$ cat config.mk
export PLATFORM = sky130hd
export DESIGN_NAME = dec_tc_adder
export DESIGN_NICKNAME = d
export VERILOG_FILES = /design/src/rtl/dta_pkg.sv /design/src/rtl/dta_digit_add.sv /design/src/rtl/dta_operand_prep.sv /design/src/rtl/dta_digit_screen.sv /design/src/rtl/dec_tc_adder.sv
export SDC_FILE = /design/constraint.sdc
export NUM_CORES = 1
export LEC_CHECK = 0
export BUFFER_PORTS_ARGS = -buffer_cell sky130_fd_sc_hd__buf_2
export CAP_MARGIN = 20
export CELL_PAD_IN_SITES_DETAIL_PLACEMENT = 0
export CELL_PAD_IN_SITES_GLOBAL_PLACEMENT = 1
export CORE_ASPECT_RATIO = 0.9
export CORE_MARGIN = 1
export CORE_UTILIZATION = 30
export DETAILED_ROUTE_END_ITERATION = 8
export PLACE_DENSITY_LB_ADDON = 0.1
export SLEW_MARGIN = 20
export SYNTH_ARGS = -nofsm -noshare
export SYNTH_HDL_FRONTEND = slang
export SYNTH_HIERARCHICAL = 1
export SYNTH_SLANG_ARGS = --single-unit
$ cat constraint.sdc
create_clock -name clk -period 11.2 [get_ports clk]
set_input_delay 2.24 -clock clk [delete_from_list [all_inputs] [get_ports clk]]
set_output_delay 2.24 -clock clk [all_outputs]
set_load 0.005 [all_outputs]
$ cat src/rtl/dta_pkg.sv
package dta_pkg;
  typedef logic [3:0] bcd_t;
  localparam bcd_t SIGN_PLUS  = 4'h0;
  localparam bcd_t SIGN_MINUS = 4'h9;
  localparam bcd_t DIGIT_MAX  = 4'h9;

  function automatic logic is_digit(input bcd_t d);
    return d <= DIGIT_MAX;
  endfunction

  function automatic logic is_sign(input bcd_t d);
    return (d == SIGN_PLUS) || (d == SIGN_MINUS);
  endfunction
endpackage

$ cat src/rtl/dta_digit_add.sv
module dta_digit_add
  import dta_pkg::*;
(
  input  bcd_t x,
  input  bcd_t y,
  input  logic ci,
  output bcd_t s,
  output logic co
);
  logic [4:0] raw;

  always_comb begin
    raw = {1'b0, x} + {1'b0, y} + {4'b0, ci};
    co  = raw > 5'd9;
    s   = co ? (raw[3:0] + 4'd6) : raw[3:0];
  end

  // a legal pair of digits always yields a legal digit
  always_comb begin
    if (is_digit(x) && is_digit(y))
      assert_digit_range_R4: assert (s <= DIGIT_MAX);
  end
endmodule

$ cat src/rtl/dta_operand_prep.sv
module dta_operand_prep
  import dta_pkg::*;
#(
  parameter int ND = 4
) (
  input  logic [4*ND-1:0] b,
  input  logic            sub,
  output logic [4*ND-1:0] eff
);
  for (genvar i = 0; i < ND; i++) begin : g_dig
    bcd_t d;
    assign d = b[4*i +: 4];
    assign eff[4*i +: 4] = sub ? (DIGIT_MAX - d) : d;
  end
endmodule

$ cat src/rtl/dta_digit_screen.sv
module dta_digit_screen
  import dta_pkg::*;
#(
  parameter int ND = 4
) (
  input  logic [4*ND-1:0] a,
  input  logic [4*ND-1:0] b,
  output logic            bad
);
  localparam int NM = ND - 1;
  logic [NM-1:0] bad_a, bad_b;

  for (genvar i = 0; i < NM; i++) begin : g_mag
    assign bad_a[i] = !is_digit(a[4*i +: 4]);
    assign bad_b[i] = !is_digit(b[4*i +: 4]);
  end

  assign bad = (|bad_a) || (|bad_b) ||
               !is_sign(a[4*NM +: 4]) || !is_sign(b[4*NM +: 4]);
endmodule

$ cat src/rtl/dec_tc_adder.sv
module dec_tc_adder
  import dta_pkg::*;
#(
  parameter int D = 3
) (
  input  logic             clk,
  input  logic             rst,
  input  logic [4*D+3:0]   opa,
  input  logic [4*D+3:0]   opb,
  input  logic             sub,
  output logic [4*D+3:0]   res,
  output logic             ovf,
  output logic             bad
);
  localparam int ND = D + 1;
  localparam int W  = 4 * ND;

  logic [W-1:0] beff;
  logic [W-1:0] sum_c;
  logic [ND:0]  carry;
  logic         bad_c, ovf_c;
  bcd_t         sa, sb, sr;

  dta_operand_prep #(.ND(ND)) u_prep (
    .b   (opb),
    .sub (sub),
    .eff (beff)
  );

  dta_digit_screen #(.ND(ND)) u_screen (
    .a   (opa),
    .b   (opb),
    .bad (bad_c)
  );

  assign carry[0] = sub;

  for (genvar i = 0; i < ND; i++) begin : g_add
    dta_digit_add u_dig (
      .x  (opa[4*i +: 4]),
      .y  (beff[4*i +: 4]),
      .ci (carry[i]),
      .s  (sum_c[4*i +: 4]),
      .co (carry[i+1])
    );
  end

  assign sa    = opa[W-1 -: 4];
  assign sb    = beff[W-1 -: 4];
  assign sr    = sum_c[W-1 -: 4];
  assign ovf_c = (sa == sb) && (sr != sa);

  always_ff @(posedge clk) begin
    if (rst) begin
      res <= '0;
      ovf <= 1'b0;
      bad <= 1'b0;
    end else begin
      res <= sum_c;
      ovf <= ovf_c;
      bad <= bad_c;
    end
  end

  assert_reset_clear_R8: assert property (@(posedge clk)
    $past(rst) |-> (res == '0 && !ovf && !bad));

  assert_sign_legal_R6: assert property (@(posedge clk) disable iff (rst)
    (!ovf && !bad) |-> (res[W-1 -: 4] == SIGN_PLUS || res[W-1 -: 4] == SIGN_MINUS));

  for (genvar i = 0; i < ND; i++) begin : g_chk
    assert_digits_bcd_R4: assert property (@(posedge clk) disable iff (rst)
      !bad |-> (res[4*i +: 4] <= DIGIT_MAX));
  end
endmodule

==> metrics, run 1 <==
status=finished clean; Avg WL per Cell=about 13 um; post-synth net total=between 200 and 250; Worst VDD drop=around 0.000076 V; CP max stage cell=fa_1; Inserted Diodes=0; fmax=99.0 MHz; Max Cap Viol=0; crit path time final=around 10 ns; Layout Area Growth over Synthesis=19.0%; chip width=between 80 and 90 um; Register Area=roughly 360 um^2; Hold Slack=2.35 ns; static leakage power=1.01 nW; layout cells sized above 1=0.285; clk slew on worst S/H paths=0.08 ns; initial drt markers=22; max-slew violations=0; CTS Sinks=18; vias=1397; total CTS buffers=3; Avg Cell Area, Syn=between 9 and 10 um^2; Power per Cell Area=155 nW/um^2; DP HPWL=3.23 mm; root buffer cell=clkbuf_8; vias in the first global route=1276; fin util=0.371; die area=about 6200 um^2; slew margin rel.=0.708; Ys Warns=6; global-route wire length before repair=6.23 mm; DRT Pass-1 Iters=4; Worst setup EP type=flop; post_cts resized=0; Setup violations, final=0; register area share after synthesis=0.203; H-tree depth=1; slew at the pin closest to its max-slew limit=0.427 ns; crit start category=input port; DR vias/cell=between 4 and 5; CTS Hold Bufs=0; clock tree buffer depth=2; Multi-input gate area=~1300 um^2; Fillers=580; Post-Synthesis Cells=between 150 and 200; global-route usage over all layers=0.130; Seq cells post-synth=18; fin nets=~300; Final Power=roughly 330 uW; Distinct cells, synth=29; IO Pins=53; initial antenna violation count=0; Rows=26; core area=around 5700 um^2; initial cell density of the core=0.311; Placer Congestion=around 0.77; critical path fanouts, max=17; mapped cell area=about 1800 um^2; Crit path top cell by count=fa_1; TritonCTS clock tree=built; WP data required=about 11 ns; antenna-violating nets left=0; setup TNS=0 ns; Die Ht=between 70 and 80 um; CP max stage delay=around 0.47 ns; DRC violations left=0; HP Class=in2reg; RSZ-0062 raised after global routing=false; final count of hold timing violations=0; PortBufs=52; WHS Path Cells=2; final WL=around 3.8 mm; WP data arrival=between 10 and 15 ns; # Post-CTS Setup Buffers=0; final worst-path cycle share=0.902; largest net degree at the start of global routing=19; grt ovf=0; Crit Path Class=in2reg
## cells in the mapped netlist (all sizes together)
cell | instances | area share
or3 | 1 | 0.0035
and3 | 4 | 0.014
o21ai | 10 | 0.028
a2111oi | 4 | 0.020
mux2i | 4 | 0.023
a21o | 4 | 0.020
a21oi | 12 | 0.034
fa | 8 | 0.090
inv | 16 | 0.034
nor4 | 3 | 0.014
and2b | 8 | 0.034
nand2 | 9 | 0.019
buf | 7 | 0.037
ha | 20 | 0.14
dfxtp | 18 | 0.20
xor2 | 9 | 0.053
o31ai | 4 | 0.048
nand4 | 1 | 0.0035
o22ai | 4 | 0.014
a31o | 4 | 0.020
xnor2 | 17 | 0.084
nor2b | 13 | 0.046
nand3 | 6 | 0.017
## path summary, 6_finish.rpt
path              startpoint  endpoint  slack, ns
setup / recovery         sub       ovf       1.10
hold / removal           rst    res[0]       2.35
## sequential cells by signal (all words and copies together) (netlist names)
register,count
ovf,1
res,16
bad,1
## logic make-up after synthesis
family	count (synthesis)	synth area share
multiplexers	4	0.0226
adder cells (fa/ha/maj)	28	0.231
AO/OA/AOI/OAI	42	0.183
flip-flops	18	0.203
AND/OR/NAND/NOR	45	0.151
buffers and inverters	23	0.0713
XOR/XNOR	26	0.137
## report_power, final
| part | total, mW | switching (mW) | internal, mW | leakage [nW] |
|---|---|---|---|---|
| combinational | 0.184 | 0.0928 | 0.0909 | 0.828 |
| clock | 0.0561 | 0.0248 | 0.0313 | 0.0288 |
| sequential | 0.0864 | 0.00382 | 0.0826 | 0.150 |
## layout by cell type, fill, tap and decap left out, types with 7 or more instances in the layout
master / instances
and2b_1: 8
xor2_1: 7
ha_1: 20
buf_2: 52
fa_1: 8
xnor2_1: 17
nor2b_1: 13
dfxtp_1: 18
a21oi_1: 12
inv_1: 16
nand2_1: 9
## worst max-delay path, delay by kind of cell
kind,cells,cell delay (ns)
AND/OR/NAND/NOR,3,0.46
XOR/XNOR,6,1.32
AO/OA/AOI/OAI,8,1.48
adder cells (fa/ha/maj),12,4.40
buffers and inverters,1,0.34
## per-stage QoR
stage / worst slack [ns] / cell area, um^2 / std cells
after floorplan: 1.68 / 1770 / 186
after global routing: 0.477 / 2110 / 305
after global placement: 0.879 / 2050 / 301
after detailed placement: 0.852 / 2050 / 301
final: 1.10 / 2110 / 305
after CTS: 1.10 / 2110 / 305
## layout make-up
class                      count  share of cell area
sequential                    18               0.171
clock buffer                   4              0.0261
timing repair buffer          52               0.123
multi-input combinational    145               0.610
tap                           70              0.0415
inverter                      16              0.0285
## routing by layer
layer	part of all wire	GRT usage
met5	0	0
met4	0.0076	0.0402
met3	0.043	0.0318
met2	0.43	0.209
met1	0.52	0.173
Note: power is estimated with default switching activity, not from simulation.
==> inputs of run 2 (changes only) <==
--- a/config.mk
+++ b/config.mk
@@ -11,9 +11,10 @@
 export CELL_PAD_IN_SITES_GLOBAL_PLACEMENT = 1
 export CORE_ASPECT_RATIO = 0.9
 export CORE_MARGIN = 1
-export CORE_UTILIZATION = 30
+export CORE_UTILIZATION = 39
 export DETAILED_ROUTE_END_ITERATION = 8
 export PLACE_DENSITY_LB_ADDON = 0.1
+export RECOVER_POWER = 25
 export SLEW_MARGIN = 20
 export SYNTH_ARGS = -nofsm -noshare
 export SYNTH_HDL_FRONTEND = slang
==> run 2 against run 1 <==
Effect of this change:
- sequential cell count is the same
- via count grew 3.8%
- critical path depth is the same
- clock-buffer cell count is the same
- clock power shrank 4.5%
- sequential power is essentially flat
- hold slack lost 0.0034 ns
- combinational power is essentially flat
- fmax shrank 1.1%
- sequential share of layout area grew 0.11 points
- total power shrank 0.71%
- die area shrank 23%
==> metrics, run 2 (synthesis results as in run 1) <==
WP data required=~11 ns; largest net degree at the start of global routing=19; static leakage power=roughly 1.0 nW; slew at the pin closest to its max-slew limit=~0.43 ns; WP data arrival=about 10 ns; crit start category=input port; Placer Congestion=0.756; Largest Register=res; core area=about 4200 um^2; die area=between 4000 and 5000 um^2; crit path time final=10.22 ns; final WL=3.49 mm; chip width=between 70 and 80 um; combinational share of power=0.567; Max Cap Viol=0; post_cts resized=0; Power Internal=between 200 and 250 uW; pre-CTS WS=0.665 ns; setup ws final=between 0.9 and 1 ns; fmax=~100 MHz; initial cell density of the core=0.421; slew margin rel.=0.707; PortBufs=52; crit path buf inv count=1; CP max stage delay=0.47 ns; DP HPWL=3.01 mm; final count of hold timing violations=0; IO Pins=between 50 and 60; Crit Path Class=in2reg; Crit path top cell by count=fa_1; CTS Sinks=18; Placed Cells=about 290; Inserted Diodes=0; vias in the first global route=approximately 1400; initial antenna violation count=0; clk slew on worst S/H paths=0.06 ns; antenna-violating nets left=0; max-slew violations=0; Fillers=between 400 and 500; CTS Hold Bufs=0; root buffer cell=clkbuf_8; Power per Cell Area=155 nW/um^2; clock group share of total power=0.166; vias=1450; Hold Path End=ovf; Worst VDD drop=slightly above 0.00006 V; delay-heaviest family, CP=adder cells; CP max stage cell=fa_1; initial drt markers=46; grt ovf=0; clock tree buffer depth=2; H-tree depth=1; total CTS buffers=3; Avg WL per Cell=11.8 um; Worst setup EP type=flop; critical path fanouts, max=17; sequential share of power=0.267; Rows=22; WHS Path Cells=4; Post-Layout Cell Count=around 300; setup TNS=0 ns; DRC violations left=0; DR vias/cell=4.92; DRT Pass-1 Iters=4; most common cell after layout, fill and taps aside=buf_2; HP Class=in2reg; # Post-CTS Setup Buffers=0; global-route wire length before repair=approximately 6.2 mm; global-route usage over all layers=0.163; Setup violations, final=0; status=finished clean; fin nets=299; final worst-path cycle share=0.912; Die Ht=about 66 um; max FFs per register=16; Worst Hold Launch=opa[14]; largest registers=res (16), bad (1), ovf (1); Sw Pwr=approximately 120 uW; Layout Area Growth over Synthesis=18.2%; Hold Slack=2.35 ns; layout cells sized above 1=0.281; Sw Ratio=0.367; TritonCTS clock tree=built; commonest non-fill, non-tap cells in the layout=buf_2, ha_1, dfxtp_1, xnor2_1, inv_1; RSZ-0062 raised after global routing=false
run 2: cell types whose count changed in the layout (fill, tap and decap cells not counted):
cell | before | now
clkbuf_1 | 0 | 1
buf_2 | 52 | 51
run 2: worst min-delay path, stage by stage:
cell and delay (ns):
buf_2 0.14, xnor2_1 0.08, nand3_1 0.06, nor4_1 0.04
run 2: worst max-delay path by stage:
| stage | from | to | slack [ns] | depth (start not counted) |
|---|---|---|---|---|
| floorplan | sub | ovf | 1.68 | 30 |
| global placement | sub | ovf | 1.03 | 30 |
| detailed placement | sub | ovf | 0.67 | 30 |
| CTS | sub | ovf | 0.93 | 30 |
| global route | sub | ovf | 0.40 | 30 |
| finish | sub | ovf | 0.98 | 30 |
run 2: layout make-up:
cell class	instances	area [um^2]	area share
Multi-Input combinational cell	145	1290	0.614
Sequential cell	18	360	0.172
Timing Repair Buffer	52	259	0.124
Tap cell	60	75.1	0.0358
Inverter	16	60.1	0.0287
Clock buffer	4	55.1	0.0263
run 2: per-stage QoR:
stage | util | cell area [um^2] | power, mW
after floorplan | - | 1770 | 0.225
after global placement | 0.485 | 2040 | 0.269
after detailed placement | 0.485 | 2040 | 0.273
after CTS | 0.498 | 2100 | 0.328
after global routing | 0.498 | 2100 | 0.355
final | 0.498 | 2100 | 0.324
run 2: metal layers:
layer  track usage  vias to the layer above  routed length (um)
met1         0.192                      672                1550
li1              -                      737                   -
met4        0.0294                        0                  28
met2         0.307                       36                1770
met3        0.0274                        5                 141
met5             0                        -                   0
run 2: power by group through the flow:
| stage | Combinational (mW) | Clock (mW) | Sequential (mW) |
|---|---|---|---|
| detailed placement | 0.185 | 0 | 0.0879 |
| floorplan | 0.133 | 0 | 0.0915 |
| CTS | 0.186 | 0.0552 | 0.0868 |
| finish | 0.184 | 0.0536 | 0.0865 |
| global placement | 0.181 | 0 | 0.0876 |
| global route | 0.209 | 0.0581 | 0.0884 |
